--- src/rtl/tgc_pkg.sv ---
package tgc_pkg;

   localparam int SRC_N  = 4;
   localparam int DIV_MAX = 16;

   typedef enum logic [1:0] {
      PS_DIV1  = 2'b00,
      PS_DIV4  = 2'b01,
      PS_DIV8  = 2'b10,
      PS_DIV16 = 2'b11
   } tgc_ps_e;

   typedef struct packed {
      logic wrap_en;
      logic rti_en;
      logic paov_en;
      logic pae_en;
   } tgc_en_t;

   function automatic logic [4:0] ps_divisor(tgc_ps_e sel);
      case (sel)
         PS_DIV1:  return 5'd1;
         PS_DIV4:  return 5'd4;
         PS_DIV8:  return 5'd8;
         default:  return 5'd16;
      endcase
   endfunction

endpackage

--- src/rtl/tgc_win_guard.sv ---
module tgc_win_guard #(
   parameter int WIN_CYC = 64
) (
   input  logic clk,
   input  logic rst_n,
   input  logic cyc_en,
   input  logic mode_special,
   input  logic sel_wr,
   output logic sel_ok,
   output logic win_open,
   output logic sel_used
);

   localparam int CW = $clog2(WIN_CYC + 1);
   localparam logic [CW-1:0] WIN_LIM = CW'(WIN_CYC);

   logic [CW-1:0] win_cnt;
   logic          take_once;

   generate
      if (WIN_CYC < 1) begin : g_bad_win
         $error("tgc_win_guard: WIN_CYC must be at least 1");
      end
   endgenerate

   assign win_open  = (win_cnt < WIN_LIM);
   assign take_once = sel_wr && !mode_special && win_open && !sel_used;
   assign sel_ok    = (sel_wr && mode_special) || take_once;

   always_ff @(posedge clk or negedge rst_n) begin
      if (!rst_n) begin
         win_cnt <= '0;
      end else if (cyc_en && win_open) begin
         win_cnt <= win_cnt + 1'b1;
      end
   end

   always_ff @(posedge clk or negedge rst_n) begin
      if (!rst_n) begin
         sel_used <= 1'b0;
      end else if (take_once) begin
         sel_used <= 1'b1;
      end
   end

endmodule

--- src/rtl/tgc_prescale.sv ---
module tgc_prescale
   import tgc_pkg::*;
(
   input  logic    clk,
   input  logic    rst_n,
   input  logic    cyc_en,
   input  logic    restart,
   input  tgc_ps_e sel,
   output logic    tick
);

   localparam int PW = $clog2(DIV_MAX);

   logic [PW-1:0] ph_cnt;
   logic [4:0]    last_ph;
   logic          at_end;

   assign last_ph = ps_divisor(sel) - 5'd1;
   assign at_end  = ({1'b0, ph_cnt} == last_ph);
   assign tick    = cyc_en && !restart && at_end;

   always_ff @(posedge clk or negedge rst_n) begin
      if (!rst_n) begin
         ph_cnt <= '0;
      end else if (restart) begin
         ph_cnt <= '0;
      end else if (cyc_en) begin
         if (at_end) begin
            ph_cnt <= '0;
         end else begin
            ph_cnt <= ph_cnt + 1'b1;
         end
      end
   end

endmodule

--- src/rtl/tgc_freerun.sv ---
module tgc_freerun #(
   parameter int CNT_W = 16
) (
   input  logic             clk,
   input  logic             rst_n,
   input  logic             tick,
   input  logic             ovf_clr,
   output logic [CNT_W-1:0] count,
   output logic             ovf_flag
);

   logic wrap;

   generate
      if (CNT_W < 2) begin : g_bad_w
         $error("tgc_freerun: CNT_W must be at least 2");
      end
   endgenerate

   assign wrap = tick && (count == {CNT_W{1'b1}});

   always_ff @(posedge clk or negedge rst_n) begin
      if (!rst_n) begin
         count <= '0;
      end else if (tick) begin
         count <= count + 1'b1;
      end
   end

   always_ff @(posedge clk or negedge rst_n) begin
      if (!rst_n) begin
         ovf_flag <= 1'b0;
      end else if (wrap) begin
         ovf_flag <= 1'b1;
      end else if (ovf_clr) begin
         ovf_flag <= 1'b0;
      end
   end

endmodule

--- src/rtl/tgc_timer_ctl.sv ---
module tgc_timer_ctl
   import tgc_pkg::*;
#(
   parameter int CNT_W   = 16,
   parameter int WIN_CYC = 64
) (
   input  logic             clk,
   input  logic             rst_n,
   input  logic             cyc_en,
   input  logic             mode_special,
   input  logic             wr_en,
   input  logic [7:0]       wr_data,
   output logic [7:0]       rd_data,
   input  logic [2:0]       ext_flags,
   input  logic             ovf_clr,
   output logic [CNT_W-1:0] count,
   output logic             ovf_flag,
   output logic             irq
);

   tgc_en_t          en_q;
   logic [1:0]       pr_q;
   logic             sel_ok;
   logic             win_open;
   logic             sel_used;
   logic             tick;
   logic [SRC_N-1:0] flag_vec;
   logic [SRC_N-1:0] req_vec;
   logic             irq_q;
   logic             rsv_unused;

   assign rsv_unused = ^wr_data[3:2];

   // control register: enables free, prescale select guarded
   always_ff @(posedge clk or negedge rst_n) begin
      if (!rst_n) begin
         en_q <= '0;
      end else if (wr_en) begin
         en_q <= tgc_en_t'(wr_data[7:4]);
      end
   end

   always_ff @(posedge clk or negedge rst_n) begin
      if (!rst_n) begin
         pr_q <= 2'b00;
      end else if (sel_ok) begin
         pr_q <= wr_data[1:0];
      end
   end

   assign rd_data = {en_q, 2'b00, pr_q};

   tgc_win_guard #(.WIN_CYC(WIN_CYC)) u_guard (
      .clk          (clk),
      .rst_n        (rst_n),
      .cyc_en       (cyc_en),
      .mode_special (mode_special),
      .sel_wr       (wr_en),
      .sel_ok       (sel_ok),
      .win_open     (win_open),
      .sel_used     (sel_used)
   );

   tgc_prescale u_pre (
      .clk     (clk),
      .rst_n   (rst_n),
      .cyc_en  (cyc_en),
      .restart (sel_ok),
      .sel     (tgc_ps_e'(pr_q)),
      .tick    (tick)
   );

   tgc_freerun #(.CNT_W(CNT_W)) u_cnt (
      .clk      (clk),
      .rst_n    (rst_n),
      .tick     (tick),
      .ovf_clr  (ovf_clr),
      .count    (count),
      .ovf_flag (ovf_flag)
   );

   // flags ordered to match the enable struct, MSB first
   assign flag_vec = {ovf_flag, ext_flags};

   generate
      for (genvar i = 0; i < SRC_N; i++) begin : g_gate
         assign req_vec[i] = en_q[i] & flag_vec[i];
      end
   endgenerate

   always_ff @(posedge clk or negedge rst_n) begin
      if (!rst_n) begin
         irq_q <= 1'b0;
      end else begin
         irq_q <= |req_vec;
      end
   end

   assign irq = irq_q;

endmodule

--- config.mk ---
export PLATFORM = sky130hd
export DESIGN_NAME = tgc_timer_ctl
export DESIGN_NICKNAME = d
export VERILOG_FILES = /design/src/rtl/tgc_pkg.sv /design/src/rtl/tgc_win_guard.sv /design/src/rtl/tgc_prescale.sv /design/src/rtl/tgc_freerun.sv /design/src/rtl/tgc_timer_ctl.sv
export SDC_FILE = /design/constraint.sdc
export NUM_CORES = 1
export LEC_CHECK = 0
export BUFFER_PORTS_ARGS = -buffer_cell sky130_fd_sc_hd__buf_2
export CAP_MARGIN = 20
export CELL_PAD_IN_SITES_DETAIL_PLACEMENT = 1
export CELL_PAD_IN_SITES_GLOBAL_PLACEMENT = 2
export CORE_MARGIN = 2
export CORE_UTILIZATION = 34
export DETAILED_ROUTE_END_ITERATION = 6
export PLACE_DENSITY = 0.87
export SLEW_MARGIN = 30
export SYNTH_ARGS = -nofsm -noshare
export SYNTH_HDL_FRONTEND = slang
export SYNTH_HIERARCHICAL = 1
export SYNTH_SLANG_ARGS = --single-unit
--- constraint.sdc ---
create_clock -name clk -period 2.6 [get_ports clk]
set_clock_uncertainty 0.1 [all_clocks]
set_input_delay 0.13 -clock clk [delete_from_list [all_inputs] [get_ports clk]]
set_output_delay 0.13 -clock clk [all_outputs]
set_load 0.1 [all_outputs]
==> flow_summary.json, run 1 <==
{
  "path_delay_family": "simple AND/OR/NAND/NOR gates",
  "portBuffers": 38,
  "die_w_um": 75.7,
  "min_period_over_period": 0.889,
  "core-area_mm2": 0.00504,
  "grt_pass1_vias": 1296,
  "critical_path.cell_chain": "nor4b_1, o311ai_2, a21oi_2, nand3_2, nor4_4, a32o_1",
  "cp_slowest_stage_delay_ns": 0.46,
  "drc_errors": 0,
  "r2r_setup_slack_ns": 0.29,
  "maxCapViolCount": 0,
  "slew_headroom": 0.466,
  "drtAntennaViolNets": 0,
  "grt.total_usage": 0.147,
  "nNetsFinal": 211,
  "clkTransAtPathRegs_ns": 0.07,
  "cts_buffers": 5,
  "die_area_mm2": 0.00573,
  "r2r-end": "u_cnt/ovf_flag",
  "routedWlPerCell_um": 14.2,
  "cts_setup_buffers": 0,
  "p_leak_nw": 1.09,
  "power.density_mw_per_mm2": 875,
  "hpwl_mm": 2.45,
  "seqCellArea_um2": 903,
  "swShare": 0.427,
  "synthCells": 136,
  "syn_area_per_cell_um2": 12.8,
  "holdCritPathClass": "in -> reg",
  "cts_resized": 0,
  "cp_data_required_time_ns": 2.72,
  "crit_cells": 6,
  "crit_fanout": 6,
  "fin_util": 0.439,
  "antenna_found_initial": 0,
  "dp.cells": 244,
  "syn_area_mm2": 0.00175,
  "setup_tns_ns": 0,
  "endpoint_kind": "flip-flop",
  "n_fill_cell": 562,
  "critPathLaunchType": "flip-flop",
  "sequentialPowerShare": 0.431,
  "synth_warnings": 6,
  "via_per_inst": 4.85,
  "die_h_um": 75.7,
  "finalNonFillerCells": 262,
  "slew_violations": 0,
  "grt_overflow": 0,
  "layout-drive-gt1-share": 0.365,
  "multiInputGateArea_um2": 816,
  "diodes": 0,
  "drt_iter0_drc": 42,
  "peakVddDrop_v": 0.000516,
  "rsz0062_at_grt": "false",
  "path_class": "reg -> reg",
  "crit_slowest_cell": "dfrtp_1",
  "cts.sinks": 36,
  "fmaxAchievable_ghz": 0.432,
  "worst_pin_slew_ns": 0.801,
  "fp-row-count": 26,
  "insertion_delay_ns": 0.29,
  "cts.htree.levels": 2,
  "fin_crit_ns": 2.31,
  "status": "finished, final reports clean",
  "p_sw_mw": 0.826,
  "final_hold_viol_count": 0,
  "drt_wl_total_mm": 3.71,
  "grt_max_degree": 37,
  "critPathBufInv": 0,
  "cp-startpoint": "u_pre/ph_cnt[3]",
  "grt_pass1_wl_mm": 6.23,
  "start_util": 0.346,
  "cts_buffer_depth": 2,
  "dr.pass1.iters": 5,
  "p_comb_frac": 0.356,
  "reg2reg_depth": 6,
  "worstPathArrival_ns": 2.44,
  "place.gp.congestion": 0.695,
  "cts_tree": "yes",
  "vias": 1270,
  "intPower_mw": 1.11,
  "setup_violations": 0,
  "worstSetupEndpoint": "u_cnt/ovf_flag",
  "cts-root-buf": "clkbuf_8",
  "timing.rr.start": "u_pre/ph_cnt[3]",
  "clkPwrFrac": 0.213,
  "syn2layout_area_growth_pct": 26.7,
  "io_pins": 43
}
[cell usage in the layout, fill, tap and decap left out, types with 2 or more instances in the layout]
master and instances:
dfrtp_2 2, nor3b_1 2, ha_1 3, nor2_1 8, buf_4 2, inv_1 3, nand3_1 3, xor2_1 11
dfrtp_1 34, a22oi_1 2, nand4_1 6, nor4_4 3, nor3_1 5, buf_2 38, xnor2_1 9, a41o_1 2
conb_1 2, a32o_1 2, clkbuf_1 2, nand2_1 7, clkbuf_8 6, dlygate4sd3_1 10, mux2_2 7, nand4_4 2
[flip-flops by register name, indices dropped and copies added, names as in the netlist]
name              cells
irq                   1
pr_q                  2
rd_data               4
u_cnt/count          16
u_cnt/ovf_flag        1
u_guard/sel_used      1
u_guard/win_cnt       7
u_pre/ph_cnt          4
[what timing repair did]
item | in CTS | in global routing
endpoints found under the hold margin | 43 | 0
hold buffers | 10 | 0
endpoints found under the setup margin | 0 | 0
[metrics by stage]
stage / power, mW / hold WS, ns / setup slack, ns / area, um^2
after floorplan: 1.38 / -0.266 / 0.125 / 1760
after global placement: 1.50 / 0.166 / 0.356 / 2020
after detailed placement: 1.52 / 0.173 / 0.316 / 2020
after CTS: 1.96 / 0.0329 / 0.280 / 2210
after global routing: 2.04 / 0.0536 / 0.138 / 2210
final: 1.94 / 0.0394 / 0.288 / 2210
[worst reg2reg max path, cell delays in order (launching register included)]
cell and delay, ns:
dfrtp_1 0.46, nor4b_1 0.39, o311ai_2 0.21, a21oi_2 0.32, nand3_2 0.21, nor4_4 0.35
a32o_1 0.21
[layer usage]
metal	vias to the layer above	track usage	routed length [um]
met1	647	0.185	1640
met5	-	0	0
met3	6	0.0410	144
li1	597	-	-
met4	0	0.0643	61
met2	20	0.237	1860
[area by class of cell]
cell class / count / area share
clock buffers: 8 / 0.0407
inverters: 3 / 0.00509
multi-input cells: 95 / 0.369
flip-flops and latches: 36 / 0.408
well taps: 70 / 0.0396
repair buffers: 50 / 0.138
[power groups by stage]
stage	clock [mW]	combinational, mW	sequential (mW)
global placement	0	0.662	0.839
CTS	0.427	0.696	0.836
finish	0.413	0.689	0.835
global route	0.449	0.735	0.857
floorplan	0	0.260	1.12
detailed placement	0	0.677	0.845
[worst min path at each step]
stage | startpoint | to | cells after the start
after global placement | rst_n | u_pre/ph_cnt[1] | 1
final | ovf_clr | u_cnt/ovf_flag | 3
after global routing | ovf_clr | u_cnt/ovf_flag | 3
after CTS | ovf_clr | u_cnt/ovf_flag | 3
after floorplan | rst_n | irq | 0
after detailed placement | rst_n | u_pre/ph_cnt[1] | 1
(Power assumes the default switching activity.)
==> run 2, diff against run 1 <==
- CORE_MARGIN: 2 -> 1.5
- CORE_UTILIZATION: 34 -> 30
- PLACE_DENSITY: 0.87 -> 0.8
==> flow_summary.json, run 2 (synthesis results as in run 1) <==
{
  "cts_setup_buffers": 0,
  "layout-drive-gt1-share": 0.375,
  "core-area_mm2": 0.00557,
  "grt.total_usage": 0.128,
  "worstPathArrival_ns": 2.41,
  "min_period_over_period": 0.881,
  "routedWlPerCell_um": 14.2,
  "min-delay-start": "ovf_clr",
  "clkTransAtPathRegs_ns": 0.07,
  "insertion_delay_ns": 0.28,
  "vias": 1236,
  "cts_buffer_depth": 2,
  "r2r-end": "u_cnt/ovf_flag",
  "fin_area_mm2": 0.00221,
  "grt_overflow": 0,
  "fmaxAchievable_ghz": 0.436,
  "crit_fanout": 6,
  "drtAntennaViolNets": 0,
  "place.gp.congestion": 0.655,
  "grt_pass1_wl_mm": 6.22,
  "p_leak_nw": 1.10,
  "cts.sinks": 36,
  "holdCritPathClass": "in -> reg",
  "slew_headroom": 0.464,
  "r2r_setup_slack_ns": 0.31,
  "whs_path_depth": 3,
  "die_w_um": 79.3,
  "rsz0062_at_grt": "false",
  "endpoint_kind": "flip-flop",
  "setup_tns_ns": 0,
  "dr.pass1.iters": 4,
  "io_pins": 43,
  "diodes": 0,
  "maxCapViolCount": 0,
  "hold_path_end": "u_cnt/ovf_flag",
  "worst_pin_slew_ns": 0.804,
  "final_hold_viol_count": 0,
  "cts.htree.levels": 2,
  "setup_slack_ns": 0.309,
  "nNetsFinal": 211,
  "status": "finished, final reports clean",
  "cp_data_required_time_ns": 2.72,
  "placedInstanceArea_mm2": 0.00203,
  "fin_crit_ns": 2.29,
  "antenna_found_initial": 0,
  "p_total_mw": 1.91,
  "power.density_mw_per_mm2": 863,
  "cts_buffers": 5,
  "mostFrequentLayoutCells": "buf_2 (38), dfrtp_1 (34), xor2_1 (11)",
  "cts-root-buf": "clkbuf_8",
  "reg2reg_depth": 6,
  "die_h_um": 79.3,
  "syn2layout_area_growth_pct": 26.7,
  "hpwl_mm": 2.63,
  "via_per_inst": 4.68,
  "setup_violations": 0,
  "fp-row-count": 27,
  "grt_pass1_vias": 1288,
  "drt_wl_total_mm": 3.75,
  "drc_errors": 0,
  "timing.rr.start": "u_pre/ph_cnt[3]",
  "critPathLaunchType": "flip-flop",
  "grt_max_degree": 37,
  "path_class": "reg -> reg",
  "slew_violations": 0,
  "largest_register": "u_cnt/count",
  "start_util": 0.313,
  "portBuffers": 38,
  "reg.largest.list": "u_cnt/count (16), u_guard/win_cnt (7)",
  "drt_iter0_drc": 39,
  "largest_reg_flops": 16,
  "place_ws_ns": 0.292,
  "layout_commonest_cell": "buf_2",
  "cts_tree": "yes",
  "die_area_mm2": 0.00629,
  "peakVddDrop_v": 0.000374
}
-- run 2: how the worst max path moves through the flow --
stage / slack (ns) / depth (start not counted) / to / from
2_1_floorplan: 0.12 / 6 / u_cnt/ovf_flag / pr_q[0]
3_3_place_gp: 0.37 / 6 / u_cnt/ovf_flag / u_pre/ph_cnt[3]
3_5_place_dp: 0.29 / 6 / u_cnt/ovf_flag / u_pre/ph_cnt[3]
4_1_cts: 0.27 / 6 / u_cnt/ovf_flag / u_pre/ph_cnt[3]
5_1_grt: 0.16 / 6 / u_cnt/count[14] / u_pre/ph_cnt[3]
6_report: 0.31 / 6 / u_cnt/ovf_flag / u_pre/ph_cnt[3]
-- run 2: timing repair --
action,in CTS,in global routing
endpoints found under the hold margin,43,0
hold buffers,10,0
gates resized for setup,0,0
-- run 2: final cells by class --
class | instances | area, um^2
multi-input cells | 95 | 816
flip-flops and latches | 36 | 903
repair buffers | 50 | 305
inverters | 3 | 11.3
clock inverters | 3 | 18.8
fillers | 635 | 3360
clock buffers | 5 | 68.8
well taps | 72 | 90.1
-- run 2: per-layer routing --
layer,global-route usage,routed length [um],part of all wire
met5,0,0,0
met4,0.0263,13,0.0035
met3,0.0391,159,0.042
met2,0.209,1880,0.50
met1,0.169,1700,0.45
-- run 2: power breakdown --
| group | switching (mW) | internal [mW] |
|---|---|---|
| Sequential | 0.157 | 0.675 |
| Clock | 0.207 | 0.187 |
| Combinational | 0.467 | 0.218 |
-- run 2: through the flow --
| stage | util | instances | hold WS, ns |
|---|---|---|---|
| 2_1_floorplan | - | 137 | -0.266 |
| 3_3_place_gp | 0.363 | 246 | 0.183 |
| 3_5_place_dp | 0.363 | 246 | 0.176 |
| 4_1_cts | 0.397 | 264 | 0.0241 |
| 5_1_grt | 0.397 | 264 | 0.0288 |
| 6_report | 0.397 | 264 | 0.0406 |
-- run 2: worst max-delay path: stages, from the launching register on --
cell and delay (ns):
dfrtp_1 0.46, nor4b_1 0.38, o311ai_2 0.21, a21oi_2 0.32, nand3_2 0.21, nor4_4 0.35, a32o_1 0.19
